**src/rtl/ptick_pkg.sv**
```systemverilog
package ptick_pkg;

   localparam int BUS_W = 32;

   localparam int CTRL_EN_BIT   = 0;
   localparam int CTRL_IE_BIT   = 1;
   localparam int CTRL_CS_BIT   = 2;
   localparam int CTRL_FLAG_BIT = 16;

   localparam int CAL_NOREF_BIT = 31;
   localparam int CAL_SKEW_BIT  = 30;

   localparam logic [7:0] OFF_CTRL   = 8'h00;
   localparam logic [7:0] OFF_RELOAD = 8'h04;
   localparam logic [7:0] OFF_COUNT  = 8'h08;
   localparam logic [7:0] OFF_CALIB  = 8'h0C;

   typedef enum logic [2:0] {
      SEL_NONE,
      SEL_CTRL,
      SEL_RELOAD,
      SEL_COUNT,
      SEL_CALIB
   } reg_sel_e;

   typedef struct packed {
      logic cs;
      logic ie;
      logic en;
   } ctrl_t;

endpackage

```
**src/rtl/ptick_qual.sv**
```systemverilog
module ptick_qual #(
   parameter bit HAS_REF = 1'b1
) (
   input  logic clksrc,
   input  logic ref_tick,
   output logic qual
);

   generate
      if (HAS_REF) begin : g_ref
         assign qual = clksrc | ref_tick;
      end else begin : g_noref
         logic unused_inputs;
         assign unused_inputs = clksrc ^ ref_tick;
         assign qual = 1'b1;
      end
   endgenerate

endmodule

```
**src/rtl/ptick_calib.sv**
```systemverilog
module ptick_calib
   import ptick_pkg::*;
#(
   parameter int CNT_W      = 24,
   parameter bit HAS_REF    = 1'b1,
   parameter int TENMS_CNT  = 1000,
   parameter bit TENMS_SKEW = 1'b0
) (
   output logic [BUS_W-1:0] calib
);

   generate
      if (CNT_W < 2 || CNT_W > CAL_SKEW_BIT) begin : g_bad_width
         $error("ptick_calib: CNT_W out of range");
      end
      if (HAS_REF) begin : g_ref
         if (TENMS_CNT < 1 || TENMS_CNT > (2 ** CNT_W)) begin : g_bad_cnt
            $error("ptick_calib: TENMS_CNT does not fit the counter");
         end
         localparam logic [CNT_W-1:0] FIELD = CNT_W'(TENMS_CNT - 1);
         always_comb begin
            calib = '0;
            calib[CNT_W-1:0]   = FIELD;
            calib[CAL_SKEW_BIT] = TENMS_SKEW;
         end
      end else begin : g_noref
         always_comb begin
            calib = '0;
            calib[CAL_NOREF_BIT] = 1'b1;
         end
      end
   endgenerate

endmodule

```
**src/rtl/ptick_counter.sv**
```systemverilog
module ptick_counter #(
   parameter int CNT_W = 24
) (
   input  logic             clk,
   input  logic             rst_n,
   input  logic             enable,
   input  logic             qual,
   input  logic             start,
   input  logic             stop,
   input  logic             clear,
   input  logic [CNT_W-1:0] reload,
   output logic [CNT_W-1:0] count,
   output logic             running,
   output logic             expire
);

   localparam logic [CNT_W-1:0] ONE = CNT_W'(1);

   logic step;
   logic at_one;
   logic at_zero;
   logic reload_zero;

   assign step        = enable & running & qual;
   assign at_one      = (count == ONE);
   assign at_zero     = (count == '0);
   assign reload_zero = (reload == '0);
   assign expire      = step & ~clear & at_one;

   always_ff @(posedge clk) begin
      if (!rst_n) begin
         count   <= '0;
         running <= 1'b0;
      end else begin
         if (stop) begin
            running <= 1'b0;
         end else if (start) begin
            running <= 1'b1;
         end
         if (clear) begin
            count <= '0;
            if (reload_zero) begin
               running <= 1'b0;
            end
         end else if (step) begin
            if (at_zero) begin
               if (reload_zero) begin
                  running <= 1'b0;
               end else begin
                  count <= reload;
               end
            end else begin
               count <= count - ONE;
               if (at_one && reload_zero) begin
                  running <= 1'b0;
               end
            end
         end
      end
   end


   count_clear_chk: assert property (@(posedge clk) disable iff (!rst_n)
      clear |=> (count == '0));


   zero_reload_halt_chk: assert property (@(posedge clk) disable iff (!rst_n)
      (step && !clear && at_one && reload_zero && !start) |=> !running);


   count_hold_chk: assert property (@(posedge clk) disable iff (!rst_n)
      (!step && !clear) |=> $stable(count));


   expire_reload_chk: assert property (@(posedge clk) disable iff (!rst_n)
      (step && !clear && at_zero && !reload_zero) |=> (count == $past(reload)));

endmodule

```
**src/rtl/ptick_timer.sv**
```systemverilog
module ptick_timer
   import ptick_pkg::*;
#(
   parameter int ADDR_W     = 5,
   parameter int CNT_W      = 24,
   parameter bit HAS_REF    = 1'b1,
   parameter int TENMS_CNT  = 1000,
   parameter bit TENMS_SKEW = 1'b0
) (
   input  logic              clk,
   input  logic              rst_n,
   input  logic              ref_tick,
   input  logic              req_valid,
   input  logic              req_write,
   input  logic              req_user,
   input  logic [ADDR_W-1:0] req_addr,
   input  logic [BUS_W-1:0]  req_wdata,
   output logic [BUS_W-1:0]  rsp_rdata,
   output logic              rsp_err,
   output logic              irq_pulse
);

   localparam logic CS_FORCE = (HAS_REF == 1'b0);

   generate
      if (ADDR_W < 4 || ADDR_W > 8) begin : g_bad_addr
         $error("ptick_timer: ADDR_W must be 4..8");
      end
      if (CNT_W < 2 || CNT_W > CTRL_FLAG_BIT + 8) begin : g_bad_cnt
         $error("ptick_timer: CNT_W out of range");
      end
   endgenerate

   ctrl_t             ctrl_q;
   logic              flag_q;
   logic              irq_q;
   logic [CNT_W-1:0]  reload_q;
   logic [CNT_W-1:0]  count;
   logic              running;
   logic              expire;
   logic              qual;
   logic [BUS_W-1:0]  calib;
   reg_sel_e          sel;
   logic              acc;
   logic              wr;
   logic              rd;
   logic              wr_ctrl;
   logic              rd_ctrl;
   logic              wr_count;
   logic              start;
   logic              stop;

   logic unused_wdata;
   assign unused_wdata = ^req_wdata;

   always_comb begin
      if (req_addr == OFF_CTRL[ADDR_W-1:0]) begin
         sel = SEL_CTRL;
      end else if (req_addr == OFF_RELOAD[ADDR_W-1:0]) begin
         sel = SEL_RELOAD;
      end else if (req_addr == OFF_COUNT[ADDR_W-1:0]) begin
         sel = SEL_COUNT;
      end else if (req_addr == OFF_CALIB[ADDR_W-1:0]) begin
         sel = SEL_CALIB;
      end else begin
         sel = SEL_NONE;
      end
   end

   assign acc      = req_valid & ~req_user;
   assign wr       = acc & req_write;
   assign rd       = acc & ~req_write;
   assign wr_ctrl  = wr & (sel == SEL_CTRL);
   assign rd_ctrl  = rd & (sel == SEL_CTRL);
   assign wr_count = wr & (sel == SEL_COUNT);
   assign start    = wr_ctrl & req_wdata[CTRL_EN_BIT] & ~ctrl_q.en;
   assign stop     = wr_ctrl & ~req_wdata[CTRL_EN_BIT] & ctrl_q.en;
   assign rsp_err  = req_valid & req_user;
   assign irq_pulse = irq_q;

   always_ff @(posedge clk) begin
      if (!rst_n) begin
         ctrl_q    <= '{cs: CS_FORCE, ie: 1'b0, en: 1'b0};
         flag_q    <= 1'b0;
         irq_q     <= 1'b0;
         reload_q  <= '0;
      end else begin
         irq_q <= expire & ctrl_q.ie;
         if (wr_ctrl) begin
            ctrl_q.en <= req_wdata[CTRL_EN_BIT];
            ctrl_q.ie <= req_wdata[CTRL_IE_BIT];
            ctrl_q.cs <= req_wdata[CTRL_CS_BIT] | CS_FORCE;
         end
         if (wr && sel == SEL_RELOAD) begin
            reload_q <= req_wdata[CNT_W-1:0];
         end
         if (expire) begin
            flag_q <= 1'b1;
         end else if (rd_ctrl || wr_count) begin
            flag_q <= 1'b0;
         end
      end
   end

   always_comb begin
      rsp_rdata = '0;
      if (rd) begin
         unique case (sel)
            SEL_CTRL: begin
               rsp_rdata[CTRL_EN_BIT]   = ctrl_q.en;
               rsp_rdata[CTRL_IE_BIT]   = ctrl_q.ie;
               rsp_rdata[CTRL_CS_BIT]   = ctrl_q.cs;
               rsp_rdata[CTRL_FLAG_BIT] = flag_q;
            end
            SEL_RELOAD: rsp_rdata[CNT_W-1:0] = reload_q;
            SEL_COUNT:  rsp_rdata[CNT_W-1:0] = count;
            SEL_CALIB:  rsp_rdata = calib;
            default:    rsp_rdata = '0;
         endcase
      end
   end

   ptick_qual #(
      .HAS_REF(HAS_REF)
   ) i_qual (
      .clksrc  (ctrl_q.cs),
      .ref_tick(ref_tick),
      .qual    (qual)
   );

   ptick_counter #(
      .CNT_W(CNT_W)
   ) i_counter (
      .clk    (clk),
      .rst_n  (rst_n),
      .enable (ctrl_q.en),
      .qual   (qual),
      .start  (start),
      .stop   (stop),
      .clear  (wr_count),
      .reload (reload_q),
      .count  (count),
      .running(running),
      .expire (expire)
   );

   ptick_calib #(
      .CNT_W     (CNT_W),
      .HAS_REF   (HAS_REF),
      .TENMS_CNT (TENMS_CNT),
      .TENMS_SKEW(TENMS_SKEW)
   ) i_calib (
      .calib(calib)
   );


   irq_single_chk: assert property (@(posedge clk) disable iff (!rst_n)
      irq_pulse |=> !irq_pulse);


   irq_flag_chk: assert property (@(posedge clk) disable iff (!rst_n)
      irq_pulse |-> flag_q);


   user_err_chk: assert property (@(posedge clk) disable iff (!rst_n)
      (req_valid && req_user) |-> (rsp_err && rsp_rdata == '0));


   flag_clear_chk: assert property (@(posedge clk) disable iff (!rst_n)
      (rd_ctrl && !expire) |=> !flag_q);

   generate
      if (!HAS_REF) begin : g_cs_chk

         cs_forced_chk: assert property (@(posedge clk) disable iff (!rst_n)
            $past(rst_n) |-> ctrl_q.cs);
      end
   endgenerate

endmodule

```
**config.mk**
```make
export PLATFORM = sky130hd
export DESIGN_NAME = ptick_timer
export DESIGN_NICKNAME = d
export VERILOG_FILES = /design/src/rtl/ptick_pkg.sv /design/src/rtl/ptick_qual.sv /design/src/rtl/ptick_calib.sv /design/src/rtl/ptick_counter.sv /design/src/rtl/ptick_timer.sv
export SDC_FILE = /design/constraint.sdc
export NUM_CORES = 1
export LEC_CHECK = 0
export BUFFER_PORTS_ARGS = -buffer_cell sky130_fd_sc_hd__buf_2
export CELL_PAD_IN_SITES_DETAIL_PLACEMENT = 2
export CELL_PAD_IN_SITES_GLOBAL_PLACEMENT = 2
export CORE_ASPECT_RATIO = 1.2
export CORE_MARGIN = 3
export CORE_UTILIZATION = 32
export DETAILED_ROUTE_END_ITERATION = 8
export GPL_ROUTABILITY_DRIVEN = 0
export PLACE_DENSITY_LB_ADDON = 0.1
export RECOVER_POWER = 25
export SLEW_MARGIN = 20
export SYNTH_ARGS = -nofsm -noshare
export SYNTH_HDL_FRONTEND = slang
export SYNTH_SLANG_ARGS = --single-unit
```
**constraint.sdc**
```tcl
create_clock -name clk -period 4.1 [get_ports clk]
set_input_delay 0.41 -clock clk [delete_from_list [all_inputs] [get_ports clk]]
set_output_delay 0.41 -clock clk [all_outputs]
set_load 0.05 [all_outputs]
```
==> metrics.yaml <==
sta:
  drv_slew: 0
  period_share: 0.734
  min_period_ns: 3.01
  final.setup.tns_ns: 0
  hold_slack_ns: 0.341
  worst_pin_slew_ns: 1.05
  slew_headroom: 0.297
  clock_skew_ns: 0.00620
  clock.fmax_ghz: 0.332
  setup_viol: 0
  rsz0062_at_grt: "no"
  hold_viol: 0
cts:
  cts_num_sinks: 54
  cts_tree: "yes"
  cts_buffers: 5
  cts_buffer_depth: 2
  root_buffer: "clkbuf_16"
  h-tree-depth: 2
  cts_resized: 0
  clock_latency_ns: 0.30
  postCtsSetupRepairBufs: 0
  holdBufCountCts: 0
  clkTransAtPathRegs_ns: 0.08
layout:
  nNetsFinal: 545
  final_cells: 623
  insertedDiodeCount: 0
  drive_gt1_frac: 0.184
  seq_area_um2: 1080
  fill_cells: 1182
  area.growth.synth_to_final_pct: 14.5
  multiInputGateArea_um2: 1980
critical_path:
  worstPathRequired_ns: 4.27
  cp_max_fo: 19
  critPathBufInv: 0
  cp-start-kind: "flip-flop"
  cp-end-kind: "flip-flop"
  crit_path_max_incr_delay_ns: 0.76
  crit_chain: "or4_4 -> nor3_1 -> and4_1 -> o21ai_0 -> a21oi_1 -> o22ai_1"
  worstPathArrival_ns: 3.18
  critical_path_class: "flip-flop to flip-flop"
  cpLargestDelayFamily: "simple AND/OR/NAND/NOR gates"
  cpMaxStageDelayCell: "and4_1"
worst_hold_path:
  hp-class: "primary input to flip-flop"
route:
  drc: 0
  ant_nets: 0
  drt-pass1-iter-count: 4
  drt_iter0_drc: 212
  drt-wirelength-per-cell_um: 20.5
  drt_wl_total_mm: 12.8
  vias: 3572
  vias_per_cell: 5.73
grt:
  gr-total-overflow: 0
  grt_pass1_vias: 3760
  antenna_found_initial: 0
  grt_start_max_net_pins: 30
  grtUsageTotal: 0.228
  grt_first_pass_wirelength_mm: 20.8
placement:
  port_buffers: 60
  placed_cells: 615
  dpl.hpwl_mm: 9.45
floorplan:
  ios: 77
  rows: 39
  core_area_um2: 9760
  die_w_um: 98.5
  dieArea_um2: 11500
  die_h_um: 117
  initial_core_util: 0.337
yosys:
  ys_seq_elements: 54
  ys_types: 59
  synth_area_um2: 3290
  ys_seq_area_frac: 0.329
  postSynthCellCount: 453
  yosysWarnings: 0
  synthArstFlopShare: 0
  synth-main-ff-cell: "dfxtp_1"
  syn_area_per_cell_um2: 7.26
  synth-edff-count: 0
power_and_ir_drop:
  power_mw: 1.05
  p_leak_nw: 1.41
  vdd_drop_max_uv: 134
  powerDensity_nw_per_um2: 279
run_status:
  status: "finished, final reports clean"
flow_run:
  max-cap-violations: 0
-- cell usage after synthesis, drive strengths merged, types with 2 or more instances --
cell    instances  area share
mux2i           7       0.021
or4             4       0.010
o31a            3      0.0084
clkbuf         23       0.029
nand4           3      0.0057
o41ai           2      0.0053
a22oi          15       0.034
o21ai          29       0.044
or3             5       0.011
nor3b           2      0.0061
dfxtp          54        0.33
o211a           2      0.0061
nor4           15       0.030
ha              3       0.011
and4            2      0.0053
inv             7      0.0080
nor2           47       0.055
o31ai           4      0.0091
or2             3      0.0057
and2            5      0.0095
o211ai         10       0.023
buf            16       0.040
nand3          11       0.017
a21oi          62       0.094
nand2          74       0.085
o22ai           6       0.011
mux2            2      0.0069
and3            4      0.0076
a31oi           2      0.0038
a21o            3      0.0072
nor3           15       0.026
-- logic make-up after synthesis --
group	count (synthesis)	synth area share
simple gates	196	0.290
buf+inv	46	0.0769
other cells	1	0.00114
flops	54	0.329
compound gates	144	0.263
mux	9	0.0282
fa+ha+maj	3	0.0114
-- state kept, by name, indices dropped and copies added, names as in the netlist --
signal	count
ctrl_q	3
irq_pulse	1
flag_q	1
i_counter.running	1
i_counter.count	24
reload_q	24
-- where the power goes --
group | total [mW] | internal [mW] | switching (mW) | leakage [nW]
registers | 0.525 | 0.524 | 0.000962 | 0.435
clock network | 0.451 | 0.231 | 0.221 | 0.0704
logic | 0.0733 | 0.0205 | 0.0528 | 0.909
-- cell type report --
type | count | area share
inverters | 7 | 0.00698
repair buffers | 71 | 0.0991
multi-input cells | 360 | 0.526
clock buffers | 5 | 0.0332
clock inverters | 3 | 0.00665
flip-flops and latches | 54 | 0.287
well taps | 123 | 0.0409
-- per-stage QoR --
step | utilization | instance area [um^2] | worst slack [ns]
floorplan | - | 3310 | 1.38
global placement | 0.371 | 3620 | 1.15
detailed placement | 0.371 | 3620 | 1.14
CTS | 0.387 | 3770 | 1.11
global route | 0.386 | 3760 | 0.780
finish | 0.386 | 3760 | 1.09
-- layout by cell type, fill, tap and decap left out, drive strengths merged, types with 3 or more instances in the layout --
cell type  count
a21o           3
a21oi         62
a22oi         15
and2           5
and3           4
buf           67
clkbuf         9
conb           8
dfxtp         54
ha             3
inv            8
mux2i          7
nand2         74
nand3         11
nand4          3
nor2          47
nor3          15
nor4          15
o211ai        10
o21ai         29
o22ai          6
o31a           3
o31ai          4
or2            3
or3            5
or4            4
-- worst paths after layout --
kind	start	slack, ns	cells after the start	end
hold / removal	req_wdata[18]	0.34	3	reload_q[18]
setup / recovery	i_counter.count[15]	1.09	6	i_counter.count[23]
setup reg to reg	i_counter.count[15]	1.09	6	i_counter.count[23]
hold reg to reg	ctrl_q[1]	0.48	2	irq_pulse
-- tightest hold or removal path, stage by stage --
cell and delay (ns):
buf_2 0.10, nand2_1 0.05, a21oi_1 0.05
-- per-layer routing --
metal | track usage | routed length, um
met5 | 0 | 0
met4 | 0.0565 | 136
met3 | 0.0308 | 504
met2 | 0.393 | 6160
met1 | 0.304 | 5990
(Power assumes the default switching activity.)
